## src/rtl/rtm_pkg.sv

```systemverilog
// Shared types for the reloadable multi-mode timer.
package rtm_pkg;
    typedef enum logic [1:0] {
        MODE_TIMER = 2'b00,
        MODE_PULSE = 2'b01,
        MODE_EVENT = 2'b10,
        MODE_HALT  = 2'b11
    } rtm_mode_e;

    // Mode register layout: [3] stop, [2] edge select, [1:0] mode.
    typedef struct packed {
        logic      stop;
        logic      edge_sel;
        rtm_mode_e mode;
    } rtm_cfg_t;

    localparam int CFG_W = $bits(rtm_cfg_t);
endpackage

```

## src/rtl/rtm_prescaler.sv

```systemverilog
// Reloadable down-counting prescaler. It emits one pulse every (latch+1)
// enabled ticks.
// Assumes: run_i already combines stop, mode and the source choice.
// load_i says whether a latch write also loads the counter.
module rtm_prescaler #(
    parameter int WIDTH = 8
) (
    input  logic             clk,
    input  logic             rst_n,
    input  logic             run_i,
    input  logic             tick_i,
    input  logic             load_i,
    input  logic             wr_i,
    input  logic [WIDTH-1:0] wdata_i,
    output logic             pulse_o
);
    localparam logic [WIDTH-1:0] ALL_ONES = {WIDTH{1'b1}};

    logic [WIDTH-1:0] latch_q;
    logic [WIDTH-1:0] cnt_q;

    assign pulse_o = run_i && tick_i && (cnt_q == '0);

    // Hold the reload value written by software.
    always_ff @(posedge clk) begin
        if (!rst_n)    latch_q <= ALL_ONES;
        else if (wr_i) latch_q <= wdata_i;
    end

    // Count down on enabled ticks and reload at zero.
    always_ff @(posedge clk) begin
        if (!rst_n)                cnt_q <= ALL_ONES;
        else if (wr_i && load_i)   cnt_q <= wdata_i;
        else if (run_i && tick_i)  cnt_q <= (cnt_q == '0) ? latch_q : cnt_q - 1'b1;
    end
endmodule

```

## src/rtl/rtm_pin_edge.sv

```systemverilog
// Synchronises the external pin through STAGES flops and flags one
// selected edge against the previous synchronised sample.
// Assumes: the pin is low during reset. fall_sel_i=1 selects falling edges.
module rtm_pin_edge #(
    parameter int STAGES = 2
) (
    input  logic clk,
    input  logic rst_n,
    input  logic pin_i,
    input  logic fall_sel_i,
    output logic edge_o
);
    logic [STAGES-1:0] chain_q;
    logic              prev_q;
    logic              synced;

    assign synced = chain_q[STAGES-1];

    generate
        if (STAGES == 1) begin : g_single
            // Single capture stage.
            always_ff @(posedge clk) begin
                if (!rst_n) chain_q <= '0;
                else        chain_q <= pin_i;
            end
        end else begin : g_chain
            // Shift the pin through the synchroniser chain.
            always_ff @(posedge clk) begin
                if (!rst_n) chain_q <= '0;
                else        chain_q <= {chain_q[STAGES-2:0], pin_i};
            end
        end
    endgenerate

    // Remember the last synchronised level for edge detection.
    always_ff @(posedge clk) begin
        if (!rst_n) prev_q <= 1'b0;
        else        prev_q <= synced;
    end

    assign edge_o = fall_sel_i ? (!synced && prev_q) : (synced && !prev_q);
endmodule

```

## src/rtl/rtm_downcounter.sv

```systemverilog
// Reloadable down-counting timer core. On a count pulse at zero it
// underflows and reloads from its latch.
// Assumes: load_i is asserted only while counting is halted.
module rtm_downcounter #(
    parameter int WIDTH = 8
) (
    input  logic             clk,
    input  logic             rst_n,
    input  logic             en_i,
    input  logic             load_i,
    input  logic             wr_i,
    input  logic [WIDTH-1:0] wdata_i,
    output logic [WIDTH-1:0] count_o,
    output logic [WIDTH-1:0] latch_o,
    output logic             uflow_o
);
    localparam logic [WIDTH-1:0] ALL_ONES = {WIDTH{1'b1}};

    logic [WIDTH-1:0] cnt_q;
    logic [WIDTH-1:0] latch_q;

    assign count_o = cnt_q;
    assign latch_o = latch_q;
    assign uflow_o = en_i && (cnt_q == '0);

    // Capture every software write into the reload latch.
    always_ff @(posedge clk) begin
        if (!rst_n)    latch_q <= ALL_ONES;
        else if (wr_i) latch_q <= wdata_i;
    end

    // Load directly when halted, otherwise count down and reload.
    always_ff @(posedge clk) begin
        if (!rst_n)              cnt_q <= ALL_ONES;
        else if (wr_i && load_i) cnt_q <= wdata_i;
        else if (en_i)           cnt_q <= (cnt_q == '0) ? latch_q : cnt_q - 1'b1;
    end
endmodule

```

## src/rtl/rtm_timer.sv

```systemverilog
// Top of the multi-mode reloadable timer. It holds the mode register,
// picks the count source, and drives the pulse pin and the sticky
// interrupt request.
// Assumes: write strobes last one cycle. cfg_we and tmr_we are not
// asserted in the same cycle.
module rtm_timer
    import rtm_pkg::*;
#(
    parameter int WIDTH       = 8,
    parameter int PRE_WIDTH   = 8,
    parameter int SYNC_STAGES = 2
) (
    input  logic                 clk,
    input  logic                 rst_n,
    input  logic                 tick_i,
    input  logic                 cfg_we,
    input  logic [CFG_W-1:0]     cfg_wdata,
    input  logic                 pre_we,
    input  logic [PRE_WIDTH-1:0] pre_wdata,
    input  logic                 tmr_we,
    input  logic [WIDTH-1:0]     tmr_wdata,
    input  logic                 irq_clr,
    input  logic                 ext_pin_i,
    output logic                 pulse_o,
    output logic                 irq_o,
    output logic [WIDTH-1:0]     count_o
);
    localparam rtm_cfg_t CFG_RESET = '{stop: 1'b1, edge_sel: 1'b0, mode: MODE_TIMER};

    rtm_cfg_t         cfg_q;
    rtm_cfg_t         cfg_new;
    logic             running;
    logic             pre_run;
    logic             pre_pulse;
    logic             pin_edge;
    logic             cnt_en;
    logic             uflow;
    logic             edge_flip;
    logic             pulse_q;
    logic             irq_q;
    logic [WIDTH-1:0] tmr_latch;

    assign cfg_new   = rtm_cfg_t'(cfg_wdata);
    assign running   = !cfg_q.stop && (cfg_q.mode != MODE_HALT);
    assign pre_run   = running && (cfg_q.mode != MODE_EVENT);
    assign cnt_en    = running && ((cfg_q.mode == MODE_EVENT) ? pin_edge : pre_pulse);
    assign edge_flip = cfg_we && (cfg_q.mode == MODE_PULSE) && (cfg_new.mode == MODE_PULSE)
                       && (cfg_new.edge_sel != cfg_q.edge_sel);

    // Mode register.
    always_ff @(posedge clk) begin
        if (!rst_n)      cfg_q <= CFG_RESET;
        else if (cfg_we) cfg_q <= cfg_new;
    end

    rtm_prescaler #(.WIDTH(PRE_WIDTH)) pre_i (
        .clk     (clk),
        .rst_n   (rst_n),
        .run_i   (pre_run),
        .tick_i  (tick_i),
        .load_i  (!running),
        .wr_i    (pre_we),
        .wdata_i (pre_wdata),
        .pulse_o (pre_pulse)
    );

    rtm_pin_edge #(.STAGES(SYNC_STAGES)) pin_i (
        .clk        (clk),
        .rst_n      (rst_n),
        .pin_i      (ext_pin_i),
        .fall_sel_i (cfg_q.edge_sel),
        .edge_o     (pin_edge)
    );

    rtm_downcounter #(.WIDTH(WIDTH)) core_i (
        .clk     (clk),
        .rst_n   (rst_n),
        .en_i    (cnt_en),
        .load_i  (!running),
        .wr_i    (tmr_we),
        .wdata_i (tmr_wdata),
        .count_o (count_o),
        .latch_o (tmr_latch),
        .uflow_o (uflow)
    );

    // Pulse pin: a timer write sets the start level, otherwise it inverts on underflow and on an edge-select change.
    always_ff @(posedge clk) begin
        if (!rst_n)
            pulse_q <= 1'b1;
        else if (tmr_we && cfg_q.mode == MODE_PULSE)
            pulse_q <= !cfg_q.edge_sel;
        else
            pulse_q <= pulse_q ^ (uflow && cfg_q.mode == MODE_PULSE) ^ edge_flip;
    end

    // Sticky interrupt request: set on underflow, which wins over clear.
    always_ff @(posedge clk) begin
        if (!rst_n)       irq_q <= 1'b0;
        else if (uflow)   irq_q <= 1'b1;
        else if (irq_clr) irq_q <= 1'b0;
    end

    assign pulse_o = pulse_q;
    assign irq_o   = irq_q;
endmodule

```

## config.mk

```make
export PLATFORM = sky130hd
export DESIGN_NAME = rtm_timer
export DESIGN_NICKNAME = d
export VERILOG_FILES = /design/src/rtl/rtm_pkg.sv /design/src/rtl/rtm_prescaler.sv /design/src/rtl/rtm_pin_edge.sv /design/src/rtl/rtm_downcounter.sv /design/src/rtl/rtm_timer.sv
export SDC_FILE = /design/constraint.sdc
export NUM_CORES = 1
export LEC_CHECK = 0
export BUFFER_PORTS_ARGS = -buffer_cell sky130_fd_sc_hd__buf_2
export CAP_MARGIN = 10
export CORE_MARGIN = 1
export CORE_UTILIZATION = 55
export CTS_CLUSTER_SIZE = 12
export DETAILED_ROUTE_END_ITERATION = 6
export PLACE_DENSITY = 0.78
export SLEW_MARGIN = 15
export SYNTH_ARGS = -nofsm -noshare
export SYNTH_HDL_FRONTEND = slang
export SYNTH_SLANG_ARGS = --single-unit
```

## constraint.sdc

```tcl
create_clock -name clk -period 2.4 [get_ports clk]
set_clock_uncertainty 0.05 [all_clocks]
set_input_delay 0 -clock clk [delete_from_list [all_inputs] [get_ports clk]]
set_output_delay 0 -clock clk [all_outputs]
set_load 0.005 [all_outputs]
```

==> results of run 1 <==
==> cells in the mapped netlist (2+ instances only) <==
cell and number:
dfxtp_1 41, nand2_1 35, mux2i_1 22, nor2_1 16
a21oi_1 10, clkbuf_1 10, nand2b_1 8, nand3_1 8
nor3_1 8, inv_1 7, nor2b_1 6, a22oi_1 5
o2111ai_1 5, o211ai_1 5, xnor2_1 5, and2_1 4
ha_1 4, nand4_1 4, nor3b_1 4, or3_1 4
a211o_1 3, mux2_2 3, o21ai_0 3, or4_1 3
a31oi_1 2, buf_6 2, nor3b_2 2, nor4_1 2
==> final cells by class <==
| class | count | area [um^2] |
|---|---|---|
| multi-input cells | 190 | 1280 |
| fillers | 298 | 986 |
| flip-flops and latches | 41 | 821 |
| repair buffers | 63 | 438 |
| clock buffers | 5 | 68.8 |
| clock inverters | 3 | 65.1 |
| well taps | 48 | 60.1 |
| inverters | 7 | 26.3 |
==> through the flow <==
step	worst slack (ns)	util	hold WS, ns	total power [W]	cells
2_1_floorplan	0.272	-	0.0681	0.000928	253
3_3_place_gp	0.167	0.638	0.159	0.000993	326
3_5_place_dp	0.0678	0.638	0.164	0.000998	326
4_1_cts	0.0485	0.735	0.00212	0.00168	357
5_1_grt	0.0375	0.737	0.0243	0.00176	357
6_report	0.146	0.737	0.00927	0.00168	357
==> metal layers <==
metal,share of wire,up-vias,wire length (um)
li1,-,1020,-
met1,0.48,934,2450
met2,0.45,49,2290
met3,0.044,8,221
met4,0.018,0,93
met5,0,-,0
==> sequential cells by signal, summed over array words and instances, names as in the netlist <==
signal,cells
core_i.count_o,8
pin_i.prev_q,1
pre_i.latch_q,8
pulse_o,1
pin_i.chain_q,2
irq_o,1
core_i.latch_o,8
pre_i.cnt_q,8
cfg_q,4
==> final timing paths <==
check,from,to,depth (start not counted)
setup / recovery,core_i.count_o[0]$_SDFFE_PN1P_,pulse_o$_SDFF_PN1_,7
hold / removal,cfg_we,cfg_q[0]$_SDFFE_PN0P_,3
setup reg to reg,core_i.count_o[0]$_SDFFE_PN1P_,pulse_o$_SDFF_PN1_,7
hold reg to reg,pin_i.chain_q[0]$_SDFF_PN0_,pin_i.chain_q[1]$_SDFF_PN0_,1
==> cell families (layout without fill, tap and decap cells) <==
| family | Yosys count | in the layout | synth area share |
|---|---|---|---|
| buf+inv | 22 | 78 | 0.0467 |
| mux | 25 | 25 | 0.116 |
| flops | 41 | 41 | 0.374 |
| xor+xnor | 5 | 5 | 0.0199 |
| compound gates | 45 | 45 | 0.149 |
| fa+ha+maj | 4 | 4 | 0.0228 |
| simple gates | 111 | 111 | 0.272 |
==> critical path: stages, from the launching register on <==
cell and delay (ns):
dfxtp_1 0.36, inv_1 0.09, ha_1 0.20, or3b_1 0.43, or3_4 0.45, a21oi_2 0.21
mux2i_1 0.22, nand4_1 0.10
==> power groups by stage <==
stage | clock network, W | registers [W] | logic [W]
floorplan | 0 | 0.000779 | 0.000149
global placement | 0 | 0.000795 | 0.000198
detailed placement | 0 | 0.000795 | 0.000203
CTS | 0.000669 | 0.000780 | 0.000233
global route | 0.000706 | 0.000788 | 0.000263
finish | 0.000668 | 0.000781 | 0.000234
==> what timing repair did <==
| item | 4_1_cts | 5_1_grt |
|---|---|---|
| hold buffers | 23 | 0 |
| hold endpoints to repair | 37 | 0 |
| setup endpoints to repair | 0 | 1 |
| gates resized for setup | 0 | 1 |
==> results.ini, run 1 <==
[timing]
period_minus_slack_ns = 2.25
hold_viol_final = 0
drv_slew = 0
grt_setup_unrepaired = false
setup_viol = 0
fmax_mhz = 444
final.setup.tns_ns = 0
worstMarginPinSlew_ns = 0.730
fin_crit_sh = 0.939
slew_headroom = 0.513

[routing]
ant_nets = 0
routed_wl_mm = 5.06
first_pass_iters = 5
vias_per_cell = 5.63
drc_errors = 0
vias = 2011
wl_per_cell_um = 14.2
initialDrtViolationCount = 158

[die]
die_w_um = 65.2
coreArea_um2 = 3740
dieArea_um2 = 4250
num_rows = 22
start_util = 0.587
die_h_um = 65.2
io_pins = 38

[logic_synthesis]
yosysTopAreaCellShare = 0.374
synthCells = 253
syn_nets = 285
ys.flop_type = dfxtp_1
synthesis.area_um2 = 2200
synthArstFlopShare = 0
ys_warn_count = 0
synth_edf_count = 0
synth_seq_cells = 41
yosysSeqAreaShare = 0.374
synth_top_area_cell = dfxtp_1
synthTopCellsByArea = dfxtp_1 (37%), mux2i_1 (10%), nand2_1 (6.0%)
ys_types = 50
avgSynthCellArea_um2 = 8.68

[critical_path]
crit_fanout = 9
crit_type = flop to flop
start_kind = flop
required_ns = 2.50
r2r_slack_ns = 0.15
cp-end-kind = flop
cp_data_arrival_time_ns = 2.35

[clock_network]
insertion_delay_ns = 0.31
numCtsBuffers = 5
clock_sinks = 41
clk_pin_slew_ns = 0.08
cts_setup_buffers = 0
cts_tree = built
clk_path_buf_depth = 2
cts_root_buf = clkbuf_8
h-tree-depth = 2

[place]
dp_hpwl_mm = 3.21
gp_congestion = 0.822
io_buffers = 37
placed_area_um2 = 2390

[pwr]
ir_worst_vdd_mv = 0.416
p_leak_nw = 1.16
clkPwrFrac = 0.397
p_sw_frac = 0.249
pwr-share-seq = 0.464
p_int_w = 0.00126
switchingPower_w = 0.000420
power.share.combinational = 0.139
powerDensity_nw_per_um2 = 610

[global_routing]
grt_first_pass_wirelength_mm = 8.54
top_usage_layer = met2
grtUsageMet2 = 0.411
met3_usage = 0.0434
grt_use_met1 = 0.350
grt_pass1_vias = 1850
antenna_found_initial = 0
grt_max_degree = 43
gr-total-overflow = 0
grtUsageTotal = 0.262

[outcome]
status = completed

[worst_hold_path]
min-delay-path-class = input port to flop

[layout]
antenna_cells = 0
final_common_cell = dfxtp_1
layout.nets = 340
final_cell_mix = dfxtp_1 (41), buf_2 (37), nand2_1 (35), dlygate4sd3_1 (23), mux2i_1 (22)
drive_above_1_share = 0.191
design_area_um2 = 2760
synthToLayoutAreaGrowth_pct = 25.5

[job]
max_cap_violations = 0

Note: power is estimated with default switching activity, not from simulation.
==> inputs of run 2 (changes only) <==
--- a/config.mk
+++ b/config.mk
@@ -9,9 +9,10 @@
 export CAP_MARGIN = 10
 export CORE_MARGIN = 1
 export CORE_UTILIZATION = 55
-export CTS_CLUSTER_SIZE = 12
+export CTS_CLUSTER_SIZE = 14
 export DETAILED_ROUTE_END_ITERATION = 6
 export PLACE_DENSITY = 0.78
+export RECOVER_POWER = 50
 export SLEW_MARGIN = 15
 export SYNTH_ARGS = -nofsm -noshare
 export SYNTH_HDL_FRONTEND = slang
==> constraint.sdc (replaced) <==
create_clock -name clk -period 2.4 [get_ports clk]
set_clock_uncertainty 0.05 [all_clocks]
set_input_delay 0 -clock clk [delete_from_list [all_inputs] [get_ports clk]]
set_output_delay 0 -clock clk [all_outputs]
set_load 0.05 [all_outputs]
==> results.ini, run 2 (synthesis results as in run 1) <==
[die]
num_rows = 22  ; unchanged
die_h_um = 65.2  ; unchanged
die_w_um = 65.2  ; unchanged
io_pins = 38  ; unchanged
coreArea_um2 = 3740  ; unchanged
start_util = 0.587  ; unchanged
dieArea_um2 = 4250  ; unchanged

[layout]
instances_no_fill = 357  ; unchanged
regArea_um2 = 821  ; unchanged
fillers = 304  ; was 298
drive_above_1_share = 0.146  ; was 0.191
final_common_cell = dfxtp_1  ; unchanged
layout.nets = 340  ; unchanged
synthToLayoutAreaGrowth_pct = 24.7  ; was 25.5%
final_cell_mix = dfxtp_1 (41), nand2_1 (35), dlygate4sd3_1 (23), buf_2 (23), mux2i_1 (22)  ; was dfxtp_1 (41), buf_2 (37), nand2_1 (35), dlygate4sd3_1 (23), mux2i_1 (22)
antenna_cells = 0  ; unchanged
multi_input_area_um2 = 1280  ; unchanged

[timing]
worstMarginPinSlew_ns = 0.734  ; was 0.730 ns
fin_ws_ns = 0.139  ; was 0.146 ns
slew_headroom = 0.511  ; was 0.513
setup_viol = 0  ; unchanged
fmax_mhz = 442  ; was 444 MHz
grt_setup_unrepaired = false  ; unchanged
final.setup.tns_ns = 0  ; unchanged
hold_viol_final = 0  ; unchanged
drv_slew = 0  ; unchanged
fin_crit_sh = 0.942  ; was 0.939
period_minus_slack_ns = 2.26  ; was 2.25 ns

[routing]
initialDrtViolationCount = 165  ; was 158
drc_errors = 0  ; unchanged
first_pass_iters = 4  ; was 5
vias_per_cell = 5.63  ; about the same
ant_nets = 0  ; unchanged
routed_wl_mm = 5.04  ; was 5.06 mm
vias = 2010  ; was 2,011
wl_per_cell_um = 14.1  ; was 14.2 um

[pwr]
ir_worst_vdd_mv = 0.420  ; was 0.416 mV
powerDensity_nw_per_um2 = 627  ; was 610 nW/um^2
p_leak_nw = 1.12  ; was 1.16 nW

[place]
gp_congestion = 0.822  ; unchanged
place_ws_ns = 0.0678  ; unchanged
io_buffers = 37  ; unchanged
dp_hpwl_mm = 3.21  ; unchanged
dpl.cell_count = 326  ; unchanged

[critical_path]
required_ns = 2.50  ; about the same
r2r_slack_ns = 0.14  ; was 0.15 ns
start_kind = flop  ; unchanged
cp_data_arrival_time_ns = 2.36  ; was 2.35 ns
cp-end-kind = flop  ; unchanged
crit_type = flop to flop  ; unchanged
crit_fanout = 9  ; unchanged

[clock_network]
insertion_delay_ns = 0.30  ; was 0.31 ns
cts_setup_buffers = 0  ; unchanged
h-tree-depth = 2  ; unchanged
clk_pin_slew_ns = 0.08  ; about the same
clock_sinks = 41  ; unchanged
cts_tree = built  ; unchanged
cts_root_buf = clkbuf_8  ; unchanged
numCtsBuffers = 5  ; unchanged
clk_path_buf_depth = 2  ; unchanged

[global_routing]
grt_max_degree = 43  ; unchanged
grt_pass1_vias = 1850  ; unchanged
grt_first_pass_wirelength_mm = 8.54  ; unchanged
antenna_found_initial = 0  ; unchanged
grtUsageTotal = 0.262  ; unchanged
gr-total-overflow = 0  ; unchanged

[worst_hold_path]
min-delay-path-class = input port to flop  ; unchanged

[outcome]
status = completed  ; unchanged

[job]
max_cap_violations = 0  ; unchanged

run 2: cell types whose count changed in the layout (fill, tap and decap cells not counted):
cell / before / now
buf_2: 37 / 23
clkbuf_1: 0 / 14
run 2: power breakdown:
part	internal, W	switching, W	total, W
sequential	0.000727	0.0000538	0.000781
clock	0.000413	0.000253	0.000666
combinational	0.000120	0.000150	0.000270
total	0.00126	0.000457	0.00172
run 2: routing by layer:
metal | up-vias | part of all wire | GRT usage
met2 | 53 | 0.47 | 0.411
li1 | 1020 | - | -
met3 | 8 | 0.041 | 0.0434
met1 | 929 | 0.47 | 0.350
met4 | 0 | 0.018 | 0.117
met5 | - | 0 | 0
run 2: what timing repair did:
action                                  CTS  global route
hold buffers                             23             0
endpoints found under the setup margin    0             1
hold endpoints to repair                 37             0
resized for setup                         0             1
run 2: worst paths after layout:
| check | start | end | cells after the start |
|---|---|---|---|
| worst max-delay path | core_i.count_o[0]$_SDFFE_PN1P_ | pulse_o$_SDFF_PN1_ | 7 |
| worst min register to register | pin_i.chain_q[0]$_SDFF_PN0_ | pin_i.chain_q[1]$_SDFF_PN0_ | 1 |
| worst max register to register | core_i.count_o[0]$_SDFFE_PN1P_ | pulse_o$_SDFF_PN1_ | 7 |
| worst min-delay path | cfg_we | cfg_q[0]$_SDFFE_PN0P_ | 3 |
run 2: critical path, stage by stage (launching register included):
cell and delay, ns:
dfxtp_1 0.36, inv_1 0.09, ha_1 0.20, or3b_1 0.43, or3_4 0.45, a21oi_2 0.21, mux2i_1 0.22, nand4_1 0.10
run 2: final cells by class:
class,instances,area share
Sequential cell,41,0.300
Clock inverter,3,0.0237
Timing Repair Buffer,63,0.153
Clock buffer,5,0.0251
Tap cell,48,0.0219
Inverter,7,0.00959
Multi-Input combinational cell,190,0.467
run 2: metrics by stage:
stage,utilization,total power (W),hold slack [ns],cell area [um^2]
6_report,0.732,0.00172,0.0112,2740
5_1_grt,0.732,0.00179,0.0243,2740
4_1_cts,0.735,0.00172,0.00212,2750
3_5_place_dp,0.638,0.00104,0.164,2390
3_3_place_gp,0.638,0.00103,0.159,2390
2_1_floorplan,-,0.000966,0.0681,2200
==> inputs of run 3 (changes only) <==
--- a/config.mk
+++ b/config.mk
@@ -7,11 +7,12 @@
 export LEC_CHECK = 0
 export BUFFER_PORTS_ARGS = -buffer_cell sky130_fd_sc_hd__buf_2
 export CAP_MARGIN = 10
-export CORE_MARGIN = 1
-export CORE_UTILIZATION = 55
+export CELL_PAD_IN_SITES_DETAIL_PLACEMENT = 0
+export CELL_PAD_IN_SITES_GLOBAL_PLACEMENT = 1
+export CORE_UTILIZATION = 42
 export CTS_CLUSTER_SIZE = 14
 export DETAILED_ROUTE_END_ITERATION = 6
-export PLACE_DENSITY = 0.78
+export PLACE_DENSITY_LB_ADDON = 0.1
 export RECOVER_POWER = 50
 export SLEW_MARGIN = 15
 export SYNTH_ARGS = -nofsm -noshare
==> results.ini, run 3 (synthesis results as in run 1) <==
[critical_path]
r2r_slack_ns = 0.19  ; was 0.14 ns
reg2regPathDepth = 7  ; unchanged
start_kind = flop  ; unchanged
crit_fanout = 9  ; unchanged
required_ns = 2.50  ; about the same
startpoint = core_i.count_o[0]$_SDFFE_PN1P_  ; unchanged
cp_data_arrival_time_ns = 2.30  ; was 2.36 ns
reg2reg_from = core_i.count_o[0]$_SDFFE_PN1P_  ; unchanged
r2r-end = pulse_o$_SDFF_PN1_  ; unchanged
cp-endpoint = pulse_o$_SDFF_PN1_  ; unchanged
crit_type = flop to flop  ; unchanged
cp-end-kind = flop  ; unchanged

[layout]
final_common_cell = dfxtp_1  ; unchanged
drive_above_1_share = 0.158  ; was 0.146
synthToLayoutAreaGrowth_pct = 24.5  ; was 24.7%
antenna_cells = 0  ; unchanged
layout.nets = 342  ; was 340
final_cell_mix = dfxtp_1 (41), nand2_1 (35), buf_2 (26), dlygate4sd3_1 (23), mux2i_1 (22)  ; was dfxtp_1 (41), nand2_1 (35), dlygate4sd3_1 (23), buf_2 (23), mux2i_1 (22)
fillers = 496  ; was 304
design_area_um2 = 2740  ; about the same

[worst_hold_path]
hold_path_depth = 3  ; unchanged
min-delay-path-class = input port to flop  ; unchanged

[global_routing]
grt_max_degree = 34  ; was 43
gr-total-overflow = 0  ; unchanged
grt_first_pass_wirelength_mm = 8.67  ; was 8.54 mm
grt_pass1_vias = 1778  ; was 1,850
grtUsageTotal = 0.207  ; was 0.262
antenna_found_initial = 0  ; unchanged

[pwr]
p_leak_nw = 1.12  ; about the same
powerDensity_nw_per_um2 = 546  ; was 627 nW/um^2
ir_worst_vdd_mv = 0.346  ; was 0.420 mV

[place]
dp_hpwl_mm = 3.50  ; was 3.21 mm
placed_area_um2 = 2430  ; was 2390 um^2
gp_congestion = 0.794  ; was 0.822
io_buffers = 37  ; unchanged

[routing]
vias = 1954  ; was 2,010
wl_per_cell_um = 13.6  ; was 14.1 um
routed_wl_mm = 5.12  ; was 5.04 mm
ant_nets = 0  ; unchanged
initialDrtViolationCount = 89  ; was 165
first_pass_iters = 4  ; unchanged
drc_errors = 0  ; unchanged
vias_per_cell = 5.17  ; was 5.63

[timing]
worstMarginPinSlew_ns = 0.767  ; was 0.734 ns
final.setup.tns_ns = 0  ; unchanged
setup_viol = 0  ; unchanged
fin_hold_ws_ns = 0.00592  ; was 0.0112 ns
drv_slew = 0  ; unchanged
fin_crit_sh = 0.920  ; was 0.942
period_minus_slack_ns = 2.21  ; was 2.26 ns
grt_setup_unrepaired = false  ; unchanged
fmax_mhz = 453  ; was 442 MHz
hold_viol_final = 0  ; unchanged
slew_headroom = 0.488  ; was 0.511

[clock_network]
cts_setup_buffers = 0  ; unchanged
cts_root_buf = clkbuf_8  ; unchanged
insertion_delay_ns = 0.29  ; was 0.30 ns
clk_pin_slew_ns = 0.08  ; about the same
clk_path_buf_depth = 2  ; unchanged
cts_tree = built  ; unchanged
h-tree-depth = 2  ; unchanged
numCtsBuffers = 5  ; unchanged
clock_sinks = 41  ; unchanged

[die]
die_w_um = 74.3  ; was 65.2 um
num_rows = 25  ; was 22
start_util = 0.450  ; was 0.587
coreArea_um2 = 4880  ; was 3740 um^2
dieArea_um2 = 5520  ; was 4250 um^2
io_pins = 38  ; unchanged
die_h_um = 74.3  ; was 65.2 um

[job]
max_cap_violations = 0  ; unchanged

[outcome]
status = completed  ; unchanged

-- run 3: layout make-up --
cell class / instances / area [um^2] / area share
Multi-Input combinational cell: 190 / 1290 / 0.470
Timing Repair Buffer: 65 / 437 / 0.160
Sequential cell: 41 / 821 / 0.300
Clock inverter: 2 / 10.0 / 0.00366
Inverter: 7 / 26.3 / 0.00960
Tap cell: 67 / 83.8 / 0.0306
Clock buffer: 6 / 72.6 / 0.0265
-- run 3: per-layer routing --
metal / track usage / share of wire / up-vias
met5: 0 / 0 / -
met4: 0.0755 / 0.014 / 0
met3: 0.0379 / 0.032 / 8
met2: 0.300 / 0.41 / 43
met1: 0.306 / 0.54 / 886
li1: - / - / 1017
-- run 3: worst min path at each step --
stage / start / end / slack, ns
finish: cfg_we / cfg_q[1]$_SDFFE_PN0P_ / 0.006
global route: cfg_we / cfg_q[2]$_SDFFE_PN0P_ / 0.03
CTS: cfg_we / cfg_q[1]$_SDFFE_PN0P_ / 0.005
detailed placement: ext_pin_i / pin_i.chain_q[0]$_SDFF_PN0_ / 0.16
global placement: ext_pin_i / pin_i.chain_q[0]$_SDFF_PN0_ / 0.16
floorplan: pre_wdata[6] / pre_i.cnt_q[6]$_SDFFE_PN1P_ / 0.07
-- run 3: worst max-delay path, stage by stage (launching register included) --
cell and delay [ns]:
dfxtp_1 0.36, inv_1 0.09, ha_1 0.20, or3b_1 0.41
or3_4 0.45, a21oi_4 0.18, mux2i_1 0.21, nand4_1 0.10
-- run 3: through the flow --
stage | worst slack [ns] | util | power, W | instances
after detailed placement | 0.0866 | 0.497 | 0.00104 | 347
after floorplan | 0.0400 | - | 0.000966 | 253
after CTS | 0.0495 | 0.562 | 0.00152 | 378
after global placement | 0.156 | 0.497 | 0.00104 | 347
final | 0.192 | 0.561 | 0.00150 | 378
after global routing | 0.0465 | 0.561 | 0.00158 | 378
-- run 3: report_power, final --
group | internal [W] | switching [W] | leakage [nW]
clock | 0.000202 | 0.000239 | 0.0450
sequential | 0.000727 | 0.0000540 | 0.340
combinational | 0.000123 | 0.000151 | 0.733
-- run 3: timing repair --
action,CTS,global route
hold endpoints to repair,37,0
endpoints found under the setup margin,0,1
gates resized for setup,0,2
hold buffers,23,0
